==> config.mk <==
export PLATFORM = sky130hd
export DESIGN_NAME = rha_adder
export DESIGN_NICKNAME = d
export VERILOG_FILES = /design/src/rtl/rha_pkg.sv /design/src/rtl/rha_lane.sv /design/src/rtl/rha_finish.sv /design/src/rtl/rha_adder.sv
export SDC_FILE = /design/constraint.sdc
export NUM_CORES = 1
export LEC_CHECK = 0
export ABC_AREA = 1
export CORE_MARGIN = 1.5
export CORE_UTILIZATION = 30
export CTS_BUF_LIST = sky130_fd_sc_hd__clkbuf_4 sky130_fd_sc_hd__clkbuf_8
export DETAILED_ROUTE_END_ITERATION = 10
export DONT_BUFFER_PORTS = 1
export PLACE_DENSITY = 0.56
export SYNTH_ARGS = -nofsm -noshare
export SYNTH_HDL_FRONTEND = slang
export SYNTH_SLANG_ARGS = --single-unit
==> constraint.sdc <==
create_clock -name clk -period 5.4 [get_ports clk]
set_clock_uncertainty 0.15 [all_clocks]
set_input_delay 0.54 -clock clk [delete_from_list [all_inputs] [get_ports clk]]
set_output_delay 0.54 -clock clk [all_outputs]
set_load 0.01 [all_outputs]
==> src/rtl/rha_pkg.sv <==
package rha_pkg;

    typedef struct packed {
        logic carry;
        logic sum;
    } lane_st_t;

    typedef enum logic {
        PH_IDLE = 1'b0,
        PH_ITER = 1'b1
    } phase_t;

    function automatic lane_st_t half_add(input logic x, input logic y);
        lane_st_t r;
        r.sum   = x ^ y;
        r.carry = x & y;
        return r;
    endfunction

endpackage

==> src/rtl/rha_lane.sv <==
module rha_lane
    import rha_pkg::*;
(
    input  logic     clk,
    input  logic     rst,
    input  logic     load,
    input  logic     step,
    input  logic     op_a,
    input  logic     op_b,
    input  logic     carry_in,
    output lane_st_t st
);

    logic x_sel, y_sel;

    // two-input select: operands on load, feedback otherwise
    always_comb begin
        if (load) begin
            x_sel = op_a;
            y_sel = op_b;
        end else begin
            x_sel = st.sum;
            y_sel = carry_in;
        end
    end

    always_ff @(posedge clk) begin
        if (rst)
            st <= '0;
        else if (load || step)
            st <= half_add(x_sel, y_sel);
    end

    // half-add outputs are exclusive
    a_r3_no_pair11: assert property (@(posedge clk) disable iff (rst)
        !(st.carry && st.sum));

    // a held carry leaves the lane on the next feedback step
    a_r2_carry_leaves: assert property (@(posedge clk) disable iff (rst)
        (step && !load && st.carry) |=> !st.carry);

endmodule

==> src/rtl/rha_finish.sv <==
module rha_finish #(
    parameter int WIDTH = 16
) (
    input  logic             sel,
    input  logic [WIDTH-1:0] carries,
    output logic             done
);

    assign done = sel & ~(|carries);

endmodule

==> src/rtl/rha_adder.sv <==
module rha_adder
    import rha_pkg::*;
#(
    parameter int WIDTH = 16
) (
    input  logic             clk,
    input  logic             rst,
    input  logic             start_i,
    input  logic [WIDTH-1:0] a_i,
    input  logic [WIDTH-1:0] b_i,
    output logic [WIDTH-1:0] sum_o,
    output logic             cout_o,
    output logic             done_o,
    output logic             busy_o
);

    localparam int CNT_W   = $clog2(WIDTH + 2) + 1;
    localparam int CNT_MAX = (1 << CNT_W) - 1;

    phase_t           phase;
    logic             sel;
    logic             load;
    logic             step;
    logic             cout_q;
    logic [WIDTH-1:0] carry_v;
    logic [WIDTH-1:0] sum_v;

    assign sel    = (phase == PH_ITER);
    assign busy_o = sel & ~done_o;
    assign load   = start_i & ~busy_o;
    assign step   = busy_o;

    for (genvar i = 0; i < WIDTH; i++) begin : g_lane
        lane_st_t st;
        logic     cin;
        if (i == 0) begin : g_low
            assign cin = 1'b0;
        end else begin : g_up
            assign cin = carry_v[i-1];
        end
        rha_lane u_lane (
            .clk      (clk),
            .rst      (rst),
            .load     (load),
            .step     (step),
            .op_a     (a_i[i]),
            .op_b     (b_i[i]),
            .carry_in (cin),
            .st       (st)
        );
        assign carry_v[i] = st.carry;
        assign sum_v[i]   = st.sum;
    end

    rha_finish #(.WIDTH(WIDTH)) u_finish (
        .sel     (sel),
        .carries (carry_v),
        .done    (done_o)
    );

    always_ff @(posedge clk) begin
        if (rst) begin
            phase  <= PH_IDLE;
            cout_q <= 1'b0;
        end else if (load) begin
            phase  <= PH_ITER;
            cout_q <= 1'b0;
        end else if (step) begin
            cout_q <= cout_q | carry_v[WIDTH-1];
        end
    end

    assign sum_o  = sum_v;
    assign cout_o = cout_q;

    // step counter used only by the checks below
    logic [CNT_W-1:0] iter_cnt;
    always_ff @(posedge clk) begin
        if (rst)
            iter_cnt <= '0;
        else if (load)
            iter_cnt <= CNT_W'(1);
        else if (step && iter_cnt != CNT_W'(CNT_MAX))
            iter_cnt <= iter_cnt + 1'b1;
    end

    // completion only in feedback phase with no carry left
    a_r4_done_clear: assert property (@(posedge clk) disable iff (rst)
        done_o |-> (sel && carry_v == '0));

    a_r4_idle_quiet: assert property (@(posedge clk) disable iff (rst)
        !sel |-> !done_o);

    // bounded number of steps
    a_r8_bound: assert property (@(posedge clk) disable iff (rst)
        sel |-> (int'(iter_cnt) <= WIDTH + 1));

    // result holds while complete
    a_r9_hold: assert property (@(posedge clk) disable iff (rst)
        (done_o && !start_i) |=> (done_o && $stable(sum_o) && $stable(cout_o)));

    // a start while busy does not restart the count
    a_r10_no_restart: assert property (@(posedge clk) disable iff (rst)
        (busy_o && iter_cnt != CNT_W'(CNT_MAX)) |=> (iter_cnt == $past(iter_cnt) + 1'b1));

    // once the top carry is gathered it never returns
    a_r7_top_once: assert property (@(posedge clk) disable iff (rst)
        (busy_o && cout_q) |-> !carry_v[WIDTH-1]);

endmodule

; ---- Word-level counts from Yosys, hierarchy flattened
; Cells that the tools add are included.
[totals]
regBits = 34
in_bits = 35
elab_cells = 108
[op_classes]
mux = 32
n_bitwise = 39
n_reduce_logical = 3
[op_table]
columns = op, count
row1 = 1-bit 2-to-1 mux, 32
row2 = 1-bit AND, 19
row3 = 16-bit OR reduction, 1
row4 = 1-bit XOR, 16
row5 = 1-bit inverter, 3
row6 = 2-bit OR reduction, 1
row7 = 1-bit logical OR, 1
row8 = 1-bit bitwise OR, 1

; ---- Depth between registers and ports, before layout
; Gate-level depths: netlist (run 1).
[logic_depth]
word_depth = 9
ltp_mapped = 12
ltp_nobuf = 11

; ---- Hierarchy
; From an unflattened synthesis (run 1), not the netlist that was laid out.
[unflattened]
hier_cells = 367
hier_area_um2 = 2262.2
[by_module_without_submodules]
columns = mod, instances, cells_each, area_each_um2, seq_area_each_um2
row1 = rha_lane, 16, 21, 131.4, 40.0
row2 = rha_adder, 1, 17, 102.6, 40.0
row3 = rha_finish, 1, 14, 57.6, 0.0

; ---- Least setup slack after synthesis (run 1)
; Ideal clock, no wire load.
[synth_path]
path_kind = register -> register
startpoint = register, netlist name g_lane[13].u_lane.st[1]
endpoint = register, netlist name g_lane[14].u_lane.st[0]
setup_time_ns = 0.115
arrival_time_ns = 1.542
required_ns = 5.135
path_slack_ns = 3.593
stages_incl_launch_ff = 13
n_path_buf = 1
period_less_slack_ns = 1.807
cell_sequence = dfxtp_1 -> nor2_1 -> nand2_1 -> nor2_1 -> nand2_1 -> nand2_2 -> nand2_1 -> buf_2 -> nand2_1 -> nand2_1 -> ha_1 -> a21oi_1 -> nor2_1
[synth_between]
elab_chain_cells = 9
[synth_rtl]
columns = element, line
row1 = 16-bit OR reduction, rha_finish.sv:9  ; assign done = sel & ~(|carries);
row2 = 1-bit inverter, rha_finish.sv:9
row3 = 1-bit AND, rha_finish.sv:9
row4 = 1-bit inverter, rha_adder.sv:29  ; assign busy_o = sel & ~done_o;
row5 = 1-bit AND, rha_adder.sv:29
row6 = 1-bit inverter, rha_adder.sv:30  ; assign load = start_i & ~busy_o;
row7 = 1-bit AND, rha_adder.sv:30
row8 = 1-bit 2-to-1 mux, rha_lane.sv:18  ; if (load) begin
row9 = 1-bit XOR, rha_pkg.sv:15  ; r.sum = x ^ y;
; Several ways; a longest one is shown, not always the timed one.
; A chain may end at the register's enable or synchronous reset.

; ---- Worst setup path in the final report (run 1)
[layout_path]
startpoint = register, netlist name g_lane[5].u_lane.st[1]
endpoint = output port busy_o
[layout_between]
elab_chain_cells = 5
[layout_rtl]
columns = element, line
row1 = 16-bit OR reduction, rha_finish.sv:9
row2 = 1-bit inverter, rha_finish.sv:9
row3 = 1-bit AND, rha_finish.sv:9
row4 = 1-bit inverter, rha_adder.sv:29
row5 = 1-bit AND, rha_adder.sv:29
row6 = "end, declared", rha_adder.sv:14  ; output logic busy_o
; No other way between the ends.

==> results of run 1 <==
-- metrics by stage --
stage	util	area [sq um]	hold slack, ns	std cells	power, mW
6_report	0.318	2290	0.171	442	0.666
5_1_grt	0.318	2290	0.152	442	0.725
4_1_cts	0.318	2290	0.158	442	0.681
3_5_place_dp	0.306	2210	0.342	435	0.487
3_3_place_gp	0.306	2210	0.340	435	0.483
2_1_floorplan	-	2220	0.315	362	0.464
-- registers in the layout, indices dropped and copies added (netlist names) --
| name | flops |
|---|---|
| phase | 1 |
| g_lane.u_lane.st | 32 |
| cout_o | 1 |
-- cells in the mapped netlist (all sizes together) --
library cell	count
dfxtp	34
ha	16
inv	39
nand3	64
nor2	45
nand2	103
clkbuf	7
a21oi	33
buf	21
-- worst max-delay path: cells and delay by family (launching register included) --
family	cells	cell delay, ns
buffers and inverters	2	0.90
and+or+nand+nor	5	0.46
DFF	1	0.34
-- power groups by stage --
stage / clock network (mW) / logic [mW] / registers (mW)
after global routing: 0.208 / 0.202 / 0.314
final: 0.187 / 0.168 / 0.311
after global placement: 0 / 0.166 / 0.317
after floorplan: 0 / 0.156 / 0.309
after detailed placement: 0 / 0.170 / 0.317
after CTS: 0.199 / 0.171 / 0.312
-- logic make-up after synthesis --
kind of cell	synth area share
AOI/OAI and AO/OA	0.0745
adders and majority gates	0.0903
buffers and inverters	0.132
DFF	0.307
and+or+nand+nor	0.396
-- final cells by class --
cell class,count,area share
Multi-Input combinational cell,261,0.542
Sequential cell,34,0.297
Inverter,39,0.0638
Tap cell,99,0.0540
Clock buffer,7,0.0366
Timing Repair Buffer,2,0.00655
-- worst max path at each step --
stage / start / end
2_1_floorplan: g_lane[13].u_lane.st[1] / g_lane[14].u_lane.st[0]
3_3_place_gp: g_lane[8].u_lane.st[1] / g_lane[14].u_lane.st[0]
3_5_place_dp: g_lane[7].u_lane.st[1] / g_lane[8].u_lane.st[0]
4_1_cts: g_lane[5].u_lane.st[1] / busy_o
5_1_grt: g_lane[5].u_lane.st[1] / busy_o
6_report: g_lane[5].u_lane.st[1] / busy_o
-- metal layers --
metal	track usage	wire, microns
met4	0.0294	13
met3	0.0517	410
met1	0.185	2530
met5	0	0
met2	0.238	2560
==> results.sh, run 1 <==
export IMPL_seq_area_frac_synth=0.307
export IMPL_firstDrtPassIters=6
export IMPL_relSlewSlack=0.274
export IMPL_fp_row_count=31
export IMPL_clock_power_share=0.281
export IMPL_finalWorstSetupSlack_ns=2.70
export IMPL_clk_latency_ns=0.28
export IMPL_p_int_mw=0.442
export IMPL_maxCapViolCount=0
export IMPL_power_per_cell_area_mw_per_mm2=290
export IMPL_grt_usage=0.145
export IMPL_avgSynthCellArea_sq_um=6.12
export IMPL_worstPathCellList="nor2_1 -> nand2_1 -> nor2_1 -> nand2_1 -> nand2_2 -> buf_4 -> inv_1"
export IMPL_hold_depth=1
export IMPL_io_buffers=0
export IMPL_regArea_sq_um=681
export IMPL_cp_max_fo=96
export IMPL_die_y_microns=89.0
export IMPL_hpwlAfterDp_mm=3.39
export IMPL_fill_cells=836
export IMPL_regToRegSetupSlack_ns=2.92
export IMPL_grt_first_pass_wirelength_mm=9.05
export IMPL_start_kind="flop"
export IMPL_status="complete, no violations"
export IMPL_chipWidth_microns=89.0
export IMPL_crit_type="reg2out"
export IMPL_cpMaxStageDelayCell="buf_4"
export IMPL_gr_total_overflow=0
export IMPL_clockBufferDepth=2
export IMPL_r2r_start="g_lane[5].u_lane.st[1]"
export IMPL_mostFrequentLayoutCell="nand2_1"
export IMPL_synth_distinct_cells=13
export IMPL_final_period_utilization=0.500
export IMPL_synth_top_area_frac=0.307
export IMPL_grt_pass1_vias=1838
export IMPL_multiInputGateArea_sq_mm=0.00124
export IMPL_ctsHoldBuffers=0
export IMPL_critPathArrivalTime_ns=2.01
export IMPL_hold_violations=0
export IMPL_antenna_cells=0
export IMPL_htreeDepth=2
export IMPL_tightestPinTransition_ns=1.09
export IMPL_hold_end="phase"
export IMPL_vias=2063
export IMPL_drive_above_1_share=0.0321
export IMPL_fmax_mhz=370
export IMPL_min_delay_start="rst"
export IMPL_via_per_inst=4.67
export IMPL_clock_sinks=34
export IMPL_ff2ff_path_depth=11
export IMPL_wire_per_inst_microns=12.5
export IMPL_swShare=0.337
export IMPL_drtIter0Drc=91
export IMPL_synthTopCellsByArea="dfxtp_1, nand2_1, nand3_1"
export IMPL_share_comb_of_total_power=0.252
export IMPL_mappedNetlistArea_sq_mm=0.00222
export IMPL_drc_errors=0
export IMPL_rsz0062_at_grt="no"
export IMPL_grt_max_degree=97
export IMPL_setup_violations=0
export IMPL_root_buffer="clkbuf_8"
export IMPL_cts_tree="yes"
export IMPL_layout_common_cells="nand2_1, nand3_1, nor2_1"
export IMPL_synth_top_cell_by_area="dfxtp_1"
export IMPL_cpPeakStageDelay_ns=0.70
export IMPL_synth_seq_cells=34
export IMPL_final_setup_tns_ns=0
export IMPL_peakVddDrop_mv=0.111
export IMPL_antenna_left=0
export IMPL_yosysWarnings=0
export IMPL_layout_min_cycle_time_ns=2.70
export IMPL_worstReg2RegEnd="g_lane[8].u_lane.st[0]"
export IMPL_core_area_sq_mm=0.00721
export IMPL_pwr_share_seq=0.467
export IMPL_slew_viol_final=0
export IMPL_clkTransAtPathRegs_ns=0.07
export IMPL_post_cts_resized=0
export IMPL_cts_setup_buffers=0
export IMPL_syn_nets=413
export IMPL_power_leakage_nw=1.17
export IMPL_start_util=0.307
export IMPL_syn_inst=362
export IMPL_io_pins=54
export IMPL_numCtsBuffers=5
export IMPL_finalNetCount=394
export IMPL_place_gp_congestion=0.686
export IMPL_post_place_ws_ns=2.94
export IMPL_area_delta_synth_final_pct=3.44
export IMPL_wl_mm=5.51
export IMPL_p_sw_mw=0.224
export IMPL_required_ns=4.71
export IMPL_antenna_found_initial=0
export IMPL_endpoint_kind="output pin"
export IMPL_hold_path_class="in2reg"
export IMPL_design_die_area_sq_mm=0.00791
No activity file was read; power rests on OpenSTA's default activity.
==> run 2: changes to the inputs <==
==> constraint.sdc (replaced) <==
create_clock -name clk -period 2.75 [get_ports clk]
set_clock_uncertainty 0.15 [all_clocks]
set_input_delay 0.275 -clock clk [delete_from_list [all_inputs] [get_ports clk]]
set_output_delay 0.275 -clock clk [all_outputs]
set_load 0.01 [all_outputs]
==> results.sh, run 2 (synthesized netlist as in run 1, its figures left out) <==
export IMPL_status="complete, no violations"
export IMPL_whs_ns=0.202
export IMPL_crit_buf_inv=1
export IMPL_largest_reg_flops=32
export IMPL_htreeDepth=2
export IMPL_root_buffer="clkbuf_8"
export IMPL_grt_first_pass_wirelength_mm=9.59
export IMPL_layout_common_cells="nand2_1, nand3_1, nor2_1"
export IMPL_chipWidth_microns=89.0
export IMPL_drtIter0Drc=126
export IMPL_core_area_sq_mm=0.00721
export IMPL_slew_viol_final=0
export IMPL_setup_violations=0
export IMPL_start_util=0.307
export IMPL_via_per_inst=4.64
export IMPL_drc_errors=0
export IMPL_antenna_cells=0
export IMPL_endpoint_kind="flop"
export IMPL_place_gp_congestion=0.697
export IMPL_multiInputGateArea_sq_mm=0.00124
export IMPL_antenna_found_initial=0
export IMPL_cts_setup_buffers=0
export IMPL_finalNetCount=399
export IMPL_hold_path_class="in2reg"
export IMPL_final_setup_tns_ns=0
export IMPL_final_period_utilization=0.799
export IMPL_die_y_microns=89.0
export IMPL_tightestPinTransition_ns=0.486
export IMPL_clock_sinks=34
export IMPL_layout_min_cycle_time_ns=2.20
export IMPL_vias=2078
export IMPL_rsz0062_at_grt="no"
export IMPL_maxUsedRoutingLayer="met4"
export IMPL_firstDrtPassIters=4
export IMPL_numCtsBuffers=5
export IMPL_start_kind="flop"
export IMPL_drive_above_1_share=0.0458
export IMPL_clk_latency_ns=0.29
export IMPL_clockBufferDepth=2
export IMPL_design_die_area_sq_mm=0.00791
export IMPL_dr_wl_met2_mm=2.65
export IMPL_mostFrequentLayoutCell="nand2_1"
export IMPL_maxCapViolCount=0
export IMPL_required_ns=2.79
export IMPL_gr_total_overflow=0
export IMPL_area_delta_synth_final_pct=6.88
export IMPL_power_leakage_nw=1.21
export IMPL_hold_violations=0
export IMPL_wire_per_inst_microns=12.6
export IMPL_power_per_cell_area_mw_per_mm2=574
export IMPL_fin_util=0.328
export IMPL_grt_max_degree=82
export IMPL_grt_pass1_vias=2043
export IMPL_grt_usage=0.154
export IMPL_clkTransAtPathRegs_ns=0.07
export IMPL_worstPathCellList="nor2_1 -> nand2_1 -> nor2_1 -> nand2_1 -> nand2_2 -> buf_12 -> nand3_1 -> nand2_1 -> ha_1 -> a21oi_1 -> nor2_1"
export IMPL_fp_row_count=31
export IMPL_io_pins=54
export IMPL_cpMaxStageDelayCell="dfxtp_1"
export IMPL_regToRegSetupSlack_ns=0.55
export IMPL_wl_mm=5.67
export IMPL_regArea_sq_um=681
export IMPL_largest_register="g_lane.u_lane.st"
export IMPL_m1WireLength_mm=2.54
export IMPL_relSlewSlack=0.676
export IMPL_cpPeakStageDelay_ns=0.34
export IMPL_fill_cells=838
export IMPL_cts_tree="yes"
export IMPL_wl_met3_microns=451
export IMPL_crit_family="simple AND/OR/NAND/NOR gates"
export IMPL_antenna_left=0
export IMPL_crit_type="reg2reg"
export IMPL_fmax_mhz=455
export IMPL_io_buffers=0
export IMPL_cp_max_fo=81
export IMPL_peakVddDrop_mv=0.216
export IMPL_critPathArrivalTime_ns=2.23
export IMPL_hpwlAfterDp_mm=3.59
[run 2: cell types whose count changed in the layout (fill, tap and decap cells not counted)]
cell           previous run  this run
clkbuf_4                  2         1
clkinv_2                  0         1
buf_4                     2         4
dlygate4sd3_1             0         1
buf_12                    0         2
clkbuf_8                  5         6
[run 2: worst paths after layout]
check,start,endpoint,depth (start not counted)
max,g_lane[8].u_lane.st[1],g_lane[3].u_lane.st[0],11
min,rst,g_lane[4].u_lane.st[0],3
max reg2reg,g_lane[8].u_lane.st[1],g_lane[3].u_lane.st[0],11
min reg2reg,phase,phase,2
[run 2: per-stage QoR]
step	instance area, sq um	setup slack [ns]	cells	power (mW)
after global routing	2370	0.284	448	1.48
after detailed placement	2260	0.548	439	0.969
after CTS	2370	0.522	448	1.38
after floorplan	2220	0.943	362	0.912
final	2370	0.553	448	1.36
after global placement	2260	0.578	439	0.963
[run 2: per-layer routing]
metal  up-vias  global-route usage
met4         0              0.0308
met2        47               0.267
li1       1107                   -
met5         -                   0
met3         2              0.0600
met1       922               0.181
[run 2: final cells by class]
class / instances / area share
clock buffers: 7 / 0.0380
repair buffers: 7 / 0.0338
inverters: 39 / 0.0618
flip-flops and latches: 34 / 0.287
well taps: 99 / 0.0523
clock inverters: 1 / 0.00211
multi-input cells: 261 / 0.525
[run 2: power by group]
| part | switching, mW | internal (mW) | leakage [nW] | total (mW) |
|---|---|---|---|---|
| logic | 0.210 | 0.137 | 0.873 | 0.347 |
| clock network | 0.191 | 0.212 | 0.0517 | 0.404 |
| registers | 0.0628 | 0.547 | 0.281 | 0.610 |
| total | 0.464 | 0.896 | 1.21 | 1.36 |
[run 2: worst reg2reg max path: stages (launching register included)]
cell     delay, ns
dfxtp_1       0.34
nor2_1        0.11
nand2_1       0.07
nor2_1        0.13
nand2_1       0.11
nand2_2       0.20
buf_12        0.32
nand3_1       0.16
nand2_1       0.10
ha_1          0.24
a21oi_1       0.13
nor2_1        0.06
[run 2: repair_timing]
| item | CTS | global route |
|---|---|---|
| gates resized for setup | 0 | 0 |
| endpoints found under the hold margin | 1 | 0 |
| hold buffers | 1 | 0 |
==> run 3: changes to the inputs <==
==> constraint.sdc (replaced) <==
create_clock -name clk -period 2.1 [get_ports clk]
set_clock_uncertainty 0.15 [all_clocks]
set_input_delay 0.21 -clock clk [delete_from_list [all_inputs] [get_ports clk]]
set_output_delay 0.21 -clock clk [all_outputs]
set_load 0.01 [all_outputs]
==> results.sh, run 3 (synthesized netlist as in run 1, its figures left out) <==
export IMPL_power_leakage_nw=1.24
export IMPL_relSlewSlack=0.650
export IMPL_fmax_mhz=507
export IMPL_cpPeakStageDelay_ns=0.34
export IMPL_regToRegSetupSlack_ns=0.13
export IMPL_io_buffers=0
export IMPL_grt_first_pass_wirelength_mm=9.02
export IMPL_start_kind="flop"
export IMPL_critPathArrivalTime_ns=2.01
export IMPL_crit_type="reg2reg"
export IMPL_hold_depth=4
export IMPL_worstReg2RegEnd="g_lane[5].u_lane.st[0]"
export IMPL_wl_mm=5.72
export IMPL_cpMaxStageDelayCell="dfxtp_1"
export IMPL_vias=2141
export IMPL_io_pins=54
export IMPL_area_delta_synth_final_pct=10.4
export IMPL_endpoint_kind="flop"
export IMPL_r2r_start="g_lane[14].u_lane.st[1]"
export IMPL_cp_common_cell="nand2_1"
export IMPL_grt_usage=0.145
export IMPL_setup_violations=0
export IMPL_hold_end="cout_o"
export IMPL_clk_latency_ns=0.30
export IMPL_drc_errors=0
export IMPL_antenna_left=0
export IMPL_drtIter0Drc=163
export IMPL_power_per_cell_area_mw_per_mm2=746
export IMPL_min_delay_start="start_i"
export IMPL_start_util=0.307
export IMPL_fill_cells=791
export IMPL_numCtsBuffers=5
export IMPL_chipWidth_microns=89.0
export IMPL_hold_violations=0
export IMPL_antenna_cells=0
export IMPL_root_buffer="clkbuf_8"
export IMPL_via_per_inst=4.74
export IMPL_hpwlAfterDp_mm=3.53
export IMPL_layout_min_cycle_time_ns=1.97
export IMPL_clockBufferDepth=2
export IMPL_peakVddDrop_mv=0.268
export IMPL_final_period_utilization=0.940
export IMPL_antenna_found_initial=0
export IMPL_whs_ns=0.136
export IMPL_clock_sinks=34
export IMPL_slew_viol_final=0
export IMPL_wire_per_inst_microns=12.6
export IMPL_die_y_microns=89.0
export IMPL_dpl_instance_area_sq_mm=0.00229
export IMPL_design_die_area_sq_mm=0.00791
export IMPL_core_area_sq_mm=0.00721
export IMPL_fp_row_count=31
export IMPL_cp_max_fo=26
export IMPL_fin_area_sq_mm=0.00245
export IMPL_hold_path_class="in2reg"
export IMPL_maxCapViolCount=0
export IMPL_required_ns=2.14
export IMPL_clkTransAtPathRegs_ns=0.08
export IMPL_grt_max_degree=49
export IMPL_drive_above_1_share=0.0623
export IMPL_grt_pass1_vias=1927
export IMPL_tightestPinTransition_ns=0.524
export IMPL_largest_reg_flops=32
export IMPL_largest_register="g_lane.u_lane.st"
export IMPL_firstDrtPassIters=4
export IMPL_place_gp_congestion=0.692
export IMPL_gr_total_overflow=0
export IMPL_finalNetCount=403
export IMPL_ff2ff_path_depth=12
export IMPL_mostFrequentLayoutCell="nand2_1"
export IMPL_layout_common_cells="nand2_1, nand3_1, nor2_1"
export IMPL_status="complete, no violations"
export IMPL_cts_tree="yes"
export IMPL_htreeDepth=2
export IMPL_worstPathCellList="nor2_1 -> nand2_1 -> nor2_1 -> nand2_1 -> nand2_4 -> nand2_2 -> buf_12 -> nand2_1 -> nand2_1 -> ha_1 -> a21oi_1 -> nor2_1"
[run 3: cell types whose count changed in the layout (fill, tap and decap cells not counted), sizes merged]
cell and delta:
buf +3, clkinvlp +1
[run 3: how the worst max path moves through the flow]
stage | end | start | slack [ns]
finish | g_lane[5].u_lane.st[0] | g_lane[14].u_lane.st[1] | 0.13
global placement | g_lane[8].u_lane.st[0] | g_lane[1].u_lane.st[1] | 0.16
CTS | g_lane[5].u_lane.st[0] | g_lane[14].u_lane.st[1] | 0.08
global route | g_lane[5].u_lane.st[0] | g_lane[1].u_lane.st[1] | -0.006
detailed placement | g_lane[5].u_lane.st[0] | g_lane[8].u_lane.st[1] | 0.11
floorplan | g_lane[3].u_lane.st[0] | g_lane[13].u_lane.st[1] | 0.29
[run 3: cell type report]
cell class                 instances  area, sq um  share of cell area
tap                               99          124              0.0506
clock inverter                     2         12.5             0.00511
timing repair buffer              11          148              0.0603
multi-input combinational        261         1250               0.513
sequential                        34          681               0.278
inverter                          39          146              0.0598
clock buffer                       6         82.6              0.0337
[run 3: metal layers]
layer  global-route usage  routed length, microns  vias to the layer above  part of all wire
met4               0.0336                      38                        0            0.0066
met2                0.231                    2550                       64              0.45
met3               0.0526                     441                        5             0.077
met1                0.187                    2690                      953              0.47
met5                    0                       0                        -                 0
li1                     -                       -                     1119                 -
[run 3: worst max-delay path, delay by kind of cell, from the launching register on]
kind	cells	cell delay, ns
compound gates	1	0.14
fa+ha+maj	1	0.31
buf+inv	1	0.17
flops	1	0.34
simple gates	9	0.77
[run 3: stage by stage]
stage | utilization | setup slack (ns) | cells | power (mW) | setup TNS [ns]
2_1_floorplan | - | 0.293 | 362 | 1.19 | 0
3_3_place_gp | 0.318 | 0.163 | 441 | 1.27 | 0
3_5_place_dp | 0.318 | 0.109 | 441 | 1.28 | 0
4_1_cts | 0.332 | 0.0849 | 450 | 1.82 | 0
5_1_grt | 0.339 | -0.00597 | 452 | 1.97 | -0.0156
6_report | 0.339 | 0.127 | 452 | 1.83 | 0
[run 3: report_power, final]
group          internal (mW)  switching, mW
sequential             0.716         0.0839
clock                  0.264          0.269
combinational          0.207          0.287
[run 3: what timing repair did]
action,CTS,global route
resized for setup,0,5
hold buffers,1,0
setup endpoints to repair,0,8
buffers inserted,0,1
endpoints found under the hold margin,1,0
